--- src/rtl/dmareq_pkg.sv ---
package dmareq_pkg;
    localparam int WORD_W   = 32;
    localparam int FLAG_LSB = 16;
    localparam int MAX_GRP  = 16;

    typedef enum logic {
        REL_LATCHED = 1'b0,
        REL_PULSED  = 1'b1
    } rel_mode_e;

    typedef struct packed {
        logic set;
        logic clr;
        logic ack;
    } grp_evt_t;

    function automatic logic [WORD_W-1:0] pack_word(input logic [MAX_GRP-1:0] en,
                                                    input logic [MAX_GRP-1:0] flg);
        return {flg, en};
    endfunction
endpackage

--- src/rtl/dmareq_ctrl_reg.sv ---
module dmareq_ctrl_reg
    import dmareq_pkg::*;
#(
    parameter int N_GRP = 8
) (
    input  logic              clk,
    input  logic              rst,
    input  logic              wr_en_i,
    input  logic [WORD_W-1:0] wr_data_i,
    output logic [N_GRP-1:0]  en_o,
    output logic [N_GRP-1:0]  clr_o
);
    logic [N_GRP-1:0] en_q;

    always_ff @(posedge clk) begin
        if (rst)
            en_q <= '0;
        else if (wr_en_i)
            en_q <= wr_data_i[N_GRP-1:0];
    end

    assign en_o  = en_q;
    assign clr_o = wr_en_i ? wr_data_i[FLAG_LSB +: N_GRP] : '0;


    en_load_chk: assert property (@(posedge clk) disable iff (rst)
        wr_en_i |=> (en_o == $past(wr_data_i[N_GRP-1:0])));


    en_keep_chk: assert property (@(posedge clk) disable iff (rst)
        !wr_en_i |=> $stable(en_o));
endmodule

--- src/rtl/dmareq_chan.sv ---
module dmareq_chan
    import dmareq_pkg::*;
(
    input  logic      clk,
    input  logic      rst,
    input  rel_mode_e mode_i,
    input  logic      done_i,
    input  logic      en_i,
    input  logic      clr_i,
    input  logic      ack_i,
    output logic      flag_o,
    output logic      req_o
);
    grp_evt_t evt;
    logic flag_q, req_q, ack_seen_q;

    assign evt.set = done_i & en_i;
    assign evt.clr = clr_i;
    assign evt.ack = ack_i;

    always_ff @(posedge clk) begin
        if (rst) begin
            flag_q     <= 1'b0;
            req_q      <= 1'b0;
            ack_seen_q <= 1'b0;
        end else begin
            if (evt.set)
                flag_q <= 1'b1;
            else if (evt.clr)
                flag_q <= 1'b0;

            if (evt.set) begin
                req_q      <= 1'b1;
                ack_seen_q <= 1'b0;
            end else if (req_q) begin
                if (mode_i == REL_PULSED) begin
                    if (evt.ack)
                        req_q <= 1'b0;
                    ack_seen_q <= 1'b0;
                end else if ((ack_seen_q || evt.ack) && !flag_q) begin
                    req_q      <= 1'b0;
                    ack_seen_q <= 1'b0;
                end else begin
                    ack_seen_q <= ack_seen_q || evt.ack;
                end
            end
        end
    end

    assign flag_o = flag_q;
    assign req_o  = req_q;


    set_raise_chk: assert property (@(posedge clk) disable iff (rst)
        (done_i && en_i) |=> (flag_o && req_o));


    no_spurious_req_chk: assert property (@(posedge clk) disable iff (rst)
        (!req_o && !(done_i && en_i)) |=> !req_o);


    flag_keep_chk: assert property (@(posedge clk) disable iff (rst)
        (flag_o && !clr_i) |=> flag_o);


    set_wins_chk: assert property (@(posedge clk) disable iff (rst)
        (done_i && en_i && clr_i) |=> flag_o);


    pulsed_release_chk: assert property (@(posedge clk) disable iff (rst)
        (req_o && ack_i && !(done_i && en_i) && mode_i == REL_PULSED) |=> !req_o);


    latched_hold_chk: assert property (@(posedge clk) disable iff (rst)
        (req_o && flag_o && mode_i == REL_LATCHED) |=> req_o);
endmodule

--- src/rtl/dmareq_gen.sv ---
module dmareq_gen
    import dmareq_pkg::*;
#(
    parameter int N_GRP = 8
) (
    input  logic              clk,
    input  logic              rst,
    input  logic              pulse_mode_i,
    input  logic [N_GRP-1:0]  done_i,
    input  logic [N_GRP-1:0]  ack_i,
    input  logic              wr_en_i,
    input  logic [WORD_W-1:0] wr_data_i,
    output logic [WORD_W-1:0] rd_data_o,
    output logic [N_GRP-1:0]  dma_req_o
);
    logic [N_GRP-1:0] en_w, clr_w, flag_w;
    rel_mode_e        mode_w;

    assign mode_w = rel_mode_e'(pulse_mode_i);

    dmareq_ctrl_reg #(.N_GRP(N_GRP)) u_ctrl (
        .clk       (clk),
        .rst       (rst),
        .wr_en_i   (wr_en_i),
        .wr_data_i (wr_data_i),
        .en_o      (en_w),
        .clr_o     (clr_w)
    );

    for (genvar g = 0; g < N_GRP; g++) begin : g_chan
        dmareq_chan u_chan (
            .clk    (clk),
            .rst    (rst),
            .mode_i (mode_w),
            .done_i (done_i[g]),
            .en_i   (en_w[g]),
            .clr_i  (clr_w[g]),
            .ack_i  (ack_i[g]),
            .flag_o (flag_w[g]),
            .req_o  (dma_req_o[g])
        );
    end

    assign rd_data_o = pack_word(MAX_GRP'(en_w), MAX_GRP'(flag_w));


    spare_zero_chk: assert property (@(posedge clk) disable iff (rst)
        (rd_data_o[FLAG_LSB-1:N_GRP] == '0) && (rd_data_o[WORD_W-1:FLAG_LSB+N_GRP] == '0));


    reset_clear_chk: assert property (@(posedge clk)
        rst |=> (rd_data_o == '0 && dma_req_o == '0));
endmodule

--- config.mk ---
export PLATFORM = sky130hd
export DESIGN_NAME = dmareq_gen
export DESIGN_NICKNAME = d
export VERILOG_FILES = /design/src/rtl/dmareq_pkg.sv /design/src/rtl/dmareq_ctrl_reg.sv /design/src/rtl/dmareq_chan.sv /design/src/rtl/dmareq_gen.sv
export SDC_FILE = /design/constraint.sdc
export NUM_CORES = 1
export LEC_CHECK = 0
export ABC_AREA = 1
export BUFFER_PORTS_ARGS = -buffer_cell sky130_fd_sc_hd__buf_2
export CAP_MARGIN = 25
export CELL_PAD_IN_SITES_DETAIL_PLACEMENT = 1
export CELL_PAD_IN_SITES_GLOBAL_PLACEMENT = 1
export CORE_MARGIN = 4
export CORE_UTILIZATION = 29
export DETAILED_ROUTE_END_ITERATION = 6
export PLACE_DENSITY_LB_ADDON = 0.1
export RECOVER_POWER = 50
export SYNTH_ARGS = -nofsm -noshare
export SYNTH_HDL_FRONTEND = slang
export SYNTH_HIERARCHICAL = 1
export SYNTH_SLANG_ARGS = --single-unit
export TNS_END_PERCENT = 30
--- constraint.sdc ---
create_clock -name clk -period 0.9 [get_ports clk]
set_input_delay 0 -clock clk [delete_from_list [all_inputs] [get_ports clk]]
set_output_delay 0 -clock clk [all_outputs]
set_load 0.01 [all_outputs]
==> metrics, run 1 <==
top post-synthesis cells by area=dfxtp_1 37%, inv_1 14%, nand2_1 14%, a21oi_2 8.2%, a21oi_1 7.0%; P&R area growth vs syn=29.2%; Crit. End Element=output port; wire per inst=roughly 11 um; post-synth top area cell=dfxtp_1; Worst-path clk slew=0.06 ns; Post-Syn Area=0.00171 mm^2; Final Cycle Share=between 90% and 100%; most common cell after layout, fill and taps aside=nand2_1; final hold violation count=0; Starting Density=30.5%; Yosys cell types=11; Die Width=approximately 85 um; total track usage=12.4%; most frequent cells in the layout=70 x nand2_1, 65 x inv_1, 54 x buf_2, 32 x dfxtp_1, 26 x a21oi_1; RSZ-0062 raised after global routing=false; via/cell ratio=4.05; crit path max-delay cell type=dfxtp_1; IR Drop Worst-Case VDD=0.617 mV; Pre-antenna DRT Iters=4; Num CTS Buffers=5; yosys warns=6; Root Driver=clkbuf_8; Iter 0 DRT Violations=20; setup violators final=0; total power=about 0.0033 W; Synth Register Bits=32; Critical Path RT=0.90 ns; drt total wl=4.28 mm; Place WS=0.140 ns; CP max stage delay=0.39 ns; # DRC=0; crit path kind=flip-flop to output port; routability congestion estimate=0.676; Detail Route Antenna Nets=0; Clk Latency, worst-skew pair=about 0.28 ns; outcome=finished, final reports clean; TritonCTS clock tree=done; FP Rows=27; number of I/O port buffers=59; Seq/Total Area, Yosys=37.4%; Non-Filler Instances=~410; final setup TNS=0 ns; min setup slack post-route=0.0747 ns; vias in the first global route=1604; Post-Syn Instances=260; Worst EP arrival=roughly 0.83 ns; Hold Crit Class=input port to flip-flop; fin nets=between 300 and 400; total I/O pin count=92; post-CTS sizing=0; Fin Clk Skew=0.00307 ns; global-route wire length before repair=7.25 mm; grt total ovfl=0; Worst setup SP type=flip-flop; largest net degree at the start of global routing=25; post-synthesis area per instance=between 6 and 7 um^2; H-tree depth=2; Sink Count=32; CORE AREA=between 0.005 and 0.006 mm^2; post-DP HPWL=roughly 3.4 mm; Critical Path, Cell by Cell=buf_2; power density cells=1480 mW/mm^2; delay-heaviest family, CP=flip-flops; max_cap viols=0; vias after detailed routing=1650; Slew Viols, Final=0; Max Freq=1210 MHz; die area=0.00720 mm^2; Die Y-Extent=84.8 um; worst path bufs/invs=1; crit-path max FO=4; top-area cell type share of the netlist area=37.4%; clock buffer depth=2; initial antenna violation count=0; cell total after placement=around 390; layout cell share with drive strength beyond 1=between 20 and 25%; Final min period=0.825 ns; Pleak=1.22 nW; fillers=776; Antenna Cells=0
[cell usage after synthesis]
library cell / n
inv_1: 65
nand2_1: 64
dfxtp_1: 32
a21oi_1: 24
nor2_1: 24
a21oi_2: 16
buf_4: 16
nand2_2: 8
nor3_1: 8
buf_6: 2
conb_1: 1
[registers in the layout, indices dropped and copies added (netlist names)]
signal	count
g_chan.u_chan/ack_seen_q	8
g_chan.u_chan/flag_o	8
g_chan.u_chan/req_o	8
u_ctrl/en_o	8
[kinds of logic after synthesis]
family | after synthesis | share of synthesized area [%]
other cells | 1 | 0.219
simple gates | 104 | 24.6
compound gates | 40 | 15.2
flops | 32 | 37.4
buf+inv | 83 | 22.6
[cell type report]
| type | count | area [um^2] | share of cell area (%) |
|---|---|---|---|
| clock buffer | 7 | 96.3 | 4.36 |
| inverter | 65 | 244 | 11.0 |
| multi-input combinational | 160 | 718 | 32.5 |
| sequential | 32 | 641 | 29.0 |
| tap | 72 | 90.1 | 4.07 |
| timing repair buffer | 71 | 422 | 19.1 |
[path summary, 6_finish.rpt]
path                                         from                                        to  slack, ns  cells past startpoint
min reg2reg           u_ctrl/en_o[2]$_SDFFE_PP0P_               u_ctrl/en_o[2]$_SDFFE_PP0P_       0.49                      2
max reg2reg           u_ctrl/en_o[1]$_SDFFE_PP0P_  g_chan[1].u_chan/ack_seen_q$_SDFFE_PP0P_       0.13                      3
min                                  wr_data_i[1]               u_ctrl/en_o[1]$_SDFFE_PP0P_       0.01                      5
max          g_chan[0].u_chan/flag_o$_SDFFE_PP0P_                             rd_data_o[16]       0.07                      1
[power by group]
group	internal, W	leakage [nW]	switching [W]
Clock	0.000680	0.0503	0.000495
Sequential	0.00149	0.262	0.0000544
Combinational	0.000237	0.904	0.000319
[worst register-to-register path: stages, from the launching register on]
cell and delay (ns):
dfxtp_1 0.33, nand2_1 0.12, nand2_1 0.09, nor3_1 0.17
[layer usage]
layer,GRT usage (%),share of wire [%],vias to the layer above,routed length (um)
met3,4.47,8.5,5,363
li1,-,-,880,-
met4,4.75,1.5,0,65
met2,20.7,45,56,1950
met1,14.6,45,709,1910
met5,0,0,-,0
[what timing repair did]
| action | 4_1_cts | 5_1_grt |
|---|---|---|
| setup buffers | 0 | 0 |
| hold endpoints to repair | 7 | 0 |
| hold buffers | 7 | 0 |
[metrics by stage]
stage / area [um^2] / utilization [%] / hold WS [ns]
after global placement: 2070 / 37.0 / 0.228
after CTS: 2240 / 39.9 / 0.000150
after detailed placement: 2070 / 37.0 / 0.232
after global routing: 2210 / 39.4 / 0.0142
final: 2210 / 39.4 / 0.0145
after floorplan: 1770 / - / 0.0624
Power figures use the tool's default switching activity.
==> inputs of run 2 (changes only) <==
--- a/config.mk
+++ b/config.mk
@@ -10,7 +10,7 @@
 export CAP_MARGIN = 25
 export CELL_PAD_IN_SITES_DETAIL_PLACEMENT = 1
 export CELL_PAD_IN_SITES_GLOBAL_PLACEMENT = 1
-export CORE_MARGIN = 4
+export CORE_MARGIN = 2
 export CORE_UTILIZATION = 29
 export DETAILED_ROUTE_END_ITERATION = 6
 export PLACE_DENSITY_LB_ADDON = 0.1
==> metrics, run 2 (synthesis gave the netlist of run 1 again) <==
outcome=finished, final reports clean; Worst setup SP type=flip-flop; P&R area growth vs syn=28.7%; layout cell share with drive strength beyond 1=24.6% (+0.073 points); Root Driver=clkbuf_8; hold-fix buffers at CTS=5 (-2); drt total wl=4.06 mm (-5.3%); Die Width=80.8 um (-4.7%); crit-path max FO=3 (-1); # DRC=0 (unchanged); power density cells=1460 mW/mm^2 (-1.5%); Max Freq=1230 MHz (+1.3%); worst path bufs/invs=1 (unchanged); Hold Crit Class=input port to flip-flop; Antenna Cells=0 (unchanged); IR Drop Worst-Case VDD=0.534 mV (-14%); initial antenna violation count=0 (unchanged); H-tree depth=2 (unchanged); fin nets=385 (-0.52%); FF-to-FF End=g_chan[6].u_chan/req_o$_SDFF_PP0_; Detail Route Antenna Nets=0 (unchanged); Slew Viols, Final=0 (unchanged); WHS Endpoint=g_chan[1].u_chan/req_o$_SDFF_PP0_; total track usage=13.6% (+1.1 points); Pleak=1.20 nW (-1.0%); post-CTS sizing=0 (unchanged); CORE AREA=0.00561 mm^2 (unchanged); most frequent cells in the layout=69 x nand2_1, 65 x inv_1, 53 x buf_2, 32 x dfxtp_1, 25 x a21oi_1; largest net degree at the start of global routing=25 (unchanged); TritonCTS clock tree=done; Crit. End Element=output port; R2R depth=4 (+1); CP max stage delay=0.38 ns (about the same); Final Cycle Share=90.5% (-1.2 points); Num CTS Buffers=5 (unchanged); Die Y-Extent=80.8 um (-4.7%); vias after detailed routing=1659 (+0.55%); delay-heaviest family, CP=flip-flops; vias in the first global route=1622 (+1.1%); wire per inst=9.99 um (-5.1%); FF-to-FF setup slack=0.12 ns (about the same); crit path kind=flip-flop to output port; Sink Count=32 (unchanged); max_cap viols=0 (unchanged); via/cell ratio=4.09 (+0.79%); setup violators final=0 (unchanged); global-route wire length before repair=6.85 mm (-5.5%); global route hottest layer=met2; Iter 0 DRT Violations=29 (+45%); grt met2 use=23.2% (+2.5 points); total power=0.00321 W (-1.9%); final hold violation count=0 (unchanged); Critical Path RT=0.90 ns (about the same); total I/O pin count=92 (unchanged); RSZ-0062 raised after global routing=false; FP Rows=27 (unchanged); Post-CTS Setup Repair Bufs=0 (unchanged); number of I/O port buffers=59 (unchanged); Starting Density=30.5% (unchanged); most common cell after layout, fill and taps aside=nand2_1; die area=0.00653 mm^2 (-9.2%); hold path start=done_i[1]; clock buffer depth=2 (unchanged); met1 Track Usage GR=15.8% (+1.2 points); grt total ovfl=0 (unchanged); Fin Clk Skew=0.000516 ns (-0.00256 ns); R2R Path Start=g_chan[6].u_chan/req_o$_SDFF_PP0_; Clk Latency, worst-skew pair=0.27 ns (about the same); Worst EP arrival=0.81 ns (-0.02 ns); Critical Path, Cell by Cell=buf_2; Pre-antenna DRT Iters=4 (unchanged); post-DP HPWL=3.20 mm (-4.9%); final setup TNS=0 ns (unchanged); Final min period=0.815 ns (-0.0108 ns); GRT met3 Usage=3.56% (-0.91 points); Worst-path clk slew=0.06 ns (about the same); crit path max-delay cell type=dfxtp_1; Hold Path Depth=3 (-2); routability congestion estimate=0.729 (+7.8%)
==> run 2: changes by cell type in the layout (fill, tap and decap cells not counted) <==
cell / change
nand2_1: -1
nand2_2: +1
buf_12: +1
buf_2: -1
clkbuf_1: +3
a21oi_2: +1
buf_4: -1
clkbuf_8: -1
dlygate4sd3_1: -2
a21oi_1: -1
==> run 2: layout make-up <==
type                    count  area [um^2]
fillers                   779         3410
clock buffers               8         90.1
well taps                  72         90.1
multi-input cells         160          724
inverters                  65          244
repair buffers             69          413
flip-flops and latches     32          641
==> run 2: layer usage <==
metal	part of all wire [%]	vias up
met1	44	727
met2	47	49
li1	-	875
met3	7.0	8
met4	2.0	0
met5	0	-
==> run 2: metrics by stage <==
stage               std cells  hold slack (ns)  util, %  setup WS [ns]  instance area [um^2]
global placement          393            0.288     37.2          0.161                  2090
CTS                       406          0.00297     39.7         0.0634                  2230
detailed placement        393            0.291     37.2          0.138                  2090
global route              406          0.00913     39.3         0.0120                  2200
floorplan                 275           0.0624        -          0.146                  1770
finish                    406           0.0114     39.3         0.0855                  2200
==> run 2: how the worst max path moves through the flow <==
stage,startpoint,endpoint,slack (ns),cells past startpoint
after floorplan,g_chan[0].u_chan/req_o$_SDFF_PP0_,g_chan[0].u_chan/req_o$_SDFF_PP0_,0.15,4
after global placement,g_chan[7].u_chan/req_o$_SDFF_PP0_,g_chan[7].u_chan/req_o$_SDFF_PP0_,0.16,4
after detailed placement,g_chan[7].u_chan/req_o$_SDFF_PP0_,g_chan[7].u_chan/req_o$_SDFF_PP0_,0.14,4
after CTS,u_ctrl/en_o[2]$_SDFFE_PP0P_,rd_data_o[2],0.06,1
after global routing,u_ctrl/en_o[2]$_SDFFE_PP0P_,rd_data_o[2],0.01,1
final,u_ctrl/en_o[2]$_SDFFE_PP0P_,rd_data_o[2],0.09,1
==> run 2: report_power, final <==
| group | switching (W) | total, W | leakage, nW | internal [W] |
|---|---|---|---|---|
| registers | 0.0000553 | 0.00154 | 0.262 | 0.00149 |
| logic | 0.000315 | 0.000552 | 0.897 | 0.000237 |
| clock network | 0.000494 | 0.00112 | 0.0455 | 0.000623 |
| total | 0.000864 | 0.00321 | 1.20 | 0.00235 |
==> inputs of run 3 (changes only) <==
--- a/config.mk
+++ b/config.mk
@@ -13,7 +13,7 @@
 export CORE_MARGIN = 2
 export CORE_UTILIZATION = 29
 export DETAILED_ROUTE_END_ITERATION = 6
-export PLACE_DENSITY_LB_ADDON = 0.1
+export PLACE_DENSITY = 0.78
 export RECOVER_POWER = 50
 export SYNTH_ARGS = -nofsm -noshare
 export SYNTH_HDL_FRONTEND = slang
==> metrics, run 3 (synthesis gave the netlist of run 1 again) <==
outcome=finished, final reports clean; Hold Crit Class=input port to flip-flop; FP Rows=27 (unchanged); initial antenna violation count=0 (unchanged); IR Drop Worst-Case VDD=0.746 mV (+40%); crit path max-delay cell type=dfxtp_1; Crit. End Element=output port; number of I/O port buffers=59 (unchanged); Pre-antenna DRT Iters=4 (unchanged); R2R Path Start=g_chan[3].u_chan/req_o$_SDFF_PP0_; CP Launch Point=g_chan[7].u_chan/req_o$_SDFF_PP0_; Die Y-Extent=80.8 um (unchanged); crit path kind=flip-flop to output port; Iter 0 DRT Violations=27 (-6.9%); Starting Density=30.5% (unchanged); post-route cell area=0.00217 mm^2 (-1.2%); Worst-path clk slew=0.07 ns (about the same); vias in the first global route=1656 (+2.1%); # DRC=0 (unchanged); final setup TNS=0 ns (unchanged); Fin Clk Skew=0.000852 ns (+0.000337 ns); total track usage=14.0% (+0.45 points); Critical Path RT=0.90 ns (about the same); clock buffer depth=2 (unchanged); total power=0.00321 W (about the same); H-tree depth=2 (unchanged); most common cell after layout, fill and taps aside=nand2_1; worst path bufs/invs=1 (unchanged); layout cell share with drive strength beyond 1=24.8% (+0.22 points); delay-heaviest family, CP=flip-flops; Slew Viols, Final=0 (unchanged); largest net degree at the start of global routing=25 (unchanged); Post-CTS Setup Repair Bufs=0 (unchanged); routability congestion estimate=0.742 (+1.9%); TritonCTS clock tree=done; CORE AREA=0.00561 mm^2 (unchanged); CP max stage delay=0.35 ns (-0.03 ns); Place WS=0.121 ns (-0.0163 ns); drt total wl=4.38 mm (+7.9%); max_cap viols=0 (unchanged); Worst setup SP type=flip-flop; crit-path max FO=3 (unchanged); Final min period=0.812 ns (-0.00207 ns); min setup slack post-route=0.0876 ns (+0.00207 ns); post-DP HPWL=3.38 mm (+5.8%); post-CTS sizing=0 (unchanged); Worst EP arrival=0.81 ns (about the same); area of the multi-input gates=728 um^2 (+0.52%); sequential cell area=641 um^2 (unchanged); final hold violation count=0 (unchanged); hold path start=done_i[7]; Num CTS Buffers=5 (unchanged); wire per inst=10.9 um (+8.7%); RSZ-0062 raised after global routing=false; most frequent cells in the layout=69 x nand2_1, 65 x inv_1, 52 x buf_2, 32 x dfxtp_1; total I/O pin count=92 (unchanged); grt total ovfl=0 (unchanged); fin nets=382 (-0.78%); Max Freq=1230 MHz (+0.25%); Die Width=80.8 um (unchanged); Placed Area=0.00209 mm^2 (unchanged); hold-fix buffers at CTS=2 (-3); vias after detailed routing=1690 (+1.9%); Detail Route Antenna Nets=0 (unchanged); via/cell ratio=4.19 (+2.6%); global-route wire length before repair=7.13 mm (+4.1%); Sink Count=32 (unchanged); Critical Path, Cell by Cell=clkbuf_1; Pleak=1.19 nW (-1.4%); Clk Latency, worst-skew pair=0.27 ns (about the same); power density cells=1480 mW/mm^2 (+1.3%); fillers=785 (+0.77%); Root Driver=clkbuf_8; Antenna Cells=0 (unchanged); die area=0.00653 mm^2 (unchanged); setup violators final=0 (unchanged); Final Cycle Share=90.3% (-0.23 points); P&R area growth vs syn=27.0%
## run 3: final cells by class
class	count	share of cell area, %
clock buffer	8	4.14
inverter	65	11.2
multi-input combinational	160	33.5
sequential	32	29.5
tap	72	4.14
timing repair buffer	66	17.5
## run 3: power breakdown
| group | total [W] | switching, W | internal (W) | leakage, nW |
|---|---|---|---|---|
| logic | 0.000555 | 0.000327 | 0.000229 | 0.879 |
| registers | 0.00154 | 0.0000548 | 0.00149 | 0.262 |
| clock network | 0.00112 | 0.000494 | 0.000623 | 0.0455 |
| total | 0.00321 | 0.000875 | 0.00234 | 1.19 |
## run 3: final timing paths
kind                            depth (start not counted)  slack (ns)                                end
worst max-delay path                                    1        0.09                       dma_req_o[7]
worst min-delay path                                    3        0.01  g_chan[7].u_chan/req_o$_SDFF_PP0_
worst max register to register                          4        0.10  g_chan[3].u_chan/req_o$_SDFF_PP0_
worst min register to register                          2        0.49        u_ctrl/en_o[3]$_SDFFE_PP0P_
## run 3: through the flow
step	util (%)	hold WS, ns	cells
final	38.8	0.0143	403
after global routing	38.8	0.0291	403
after CTS	39.2	0.00326	403
after detailed placement	37.2	0.276	393
after global placement	37.2	0.269	393
after floorplan	-	0.0624	275
## run 3: routing by layer
metal | global-route usage [%] | up-vias | part of all wire (%)
met5 | 0 | - | 0
met4 | 4.58 | 0 | 0.55
met1 | 15.2 | 777 | 42
li1 | - | 871 | -
met2 | 27.0 | 40 | 52
met3 | 2.56 | 2 | 4.8
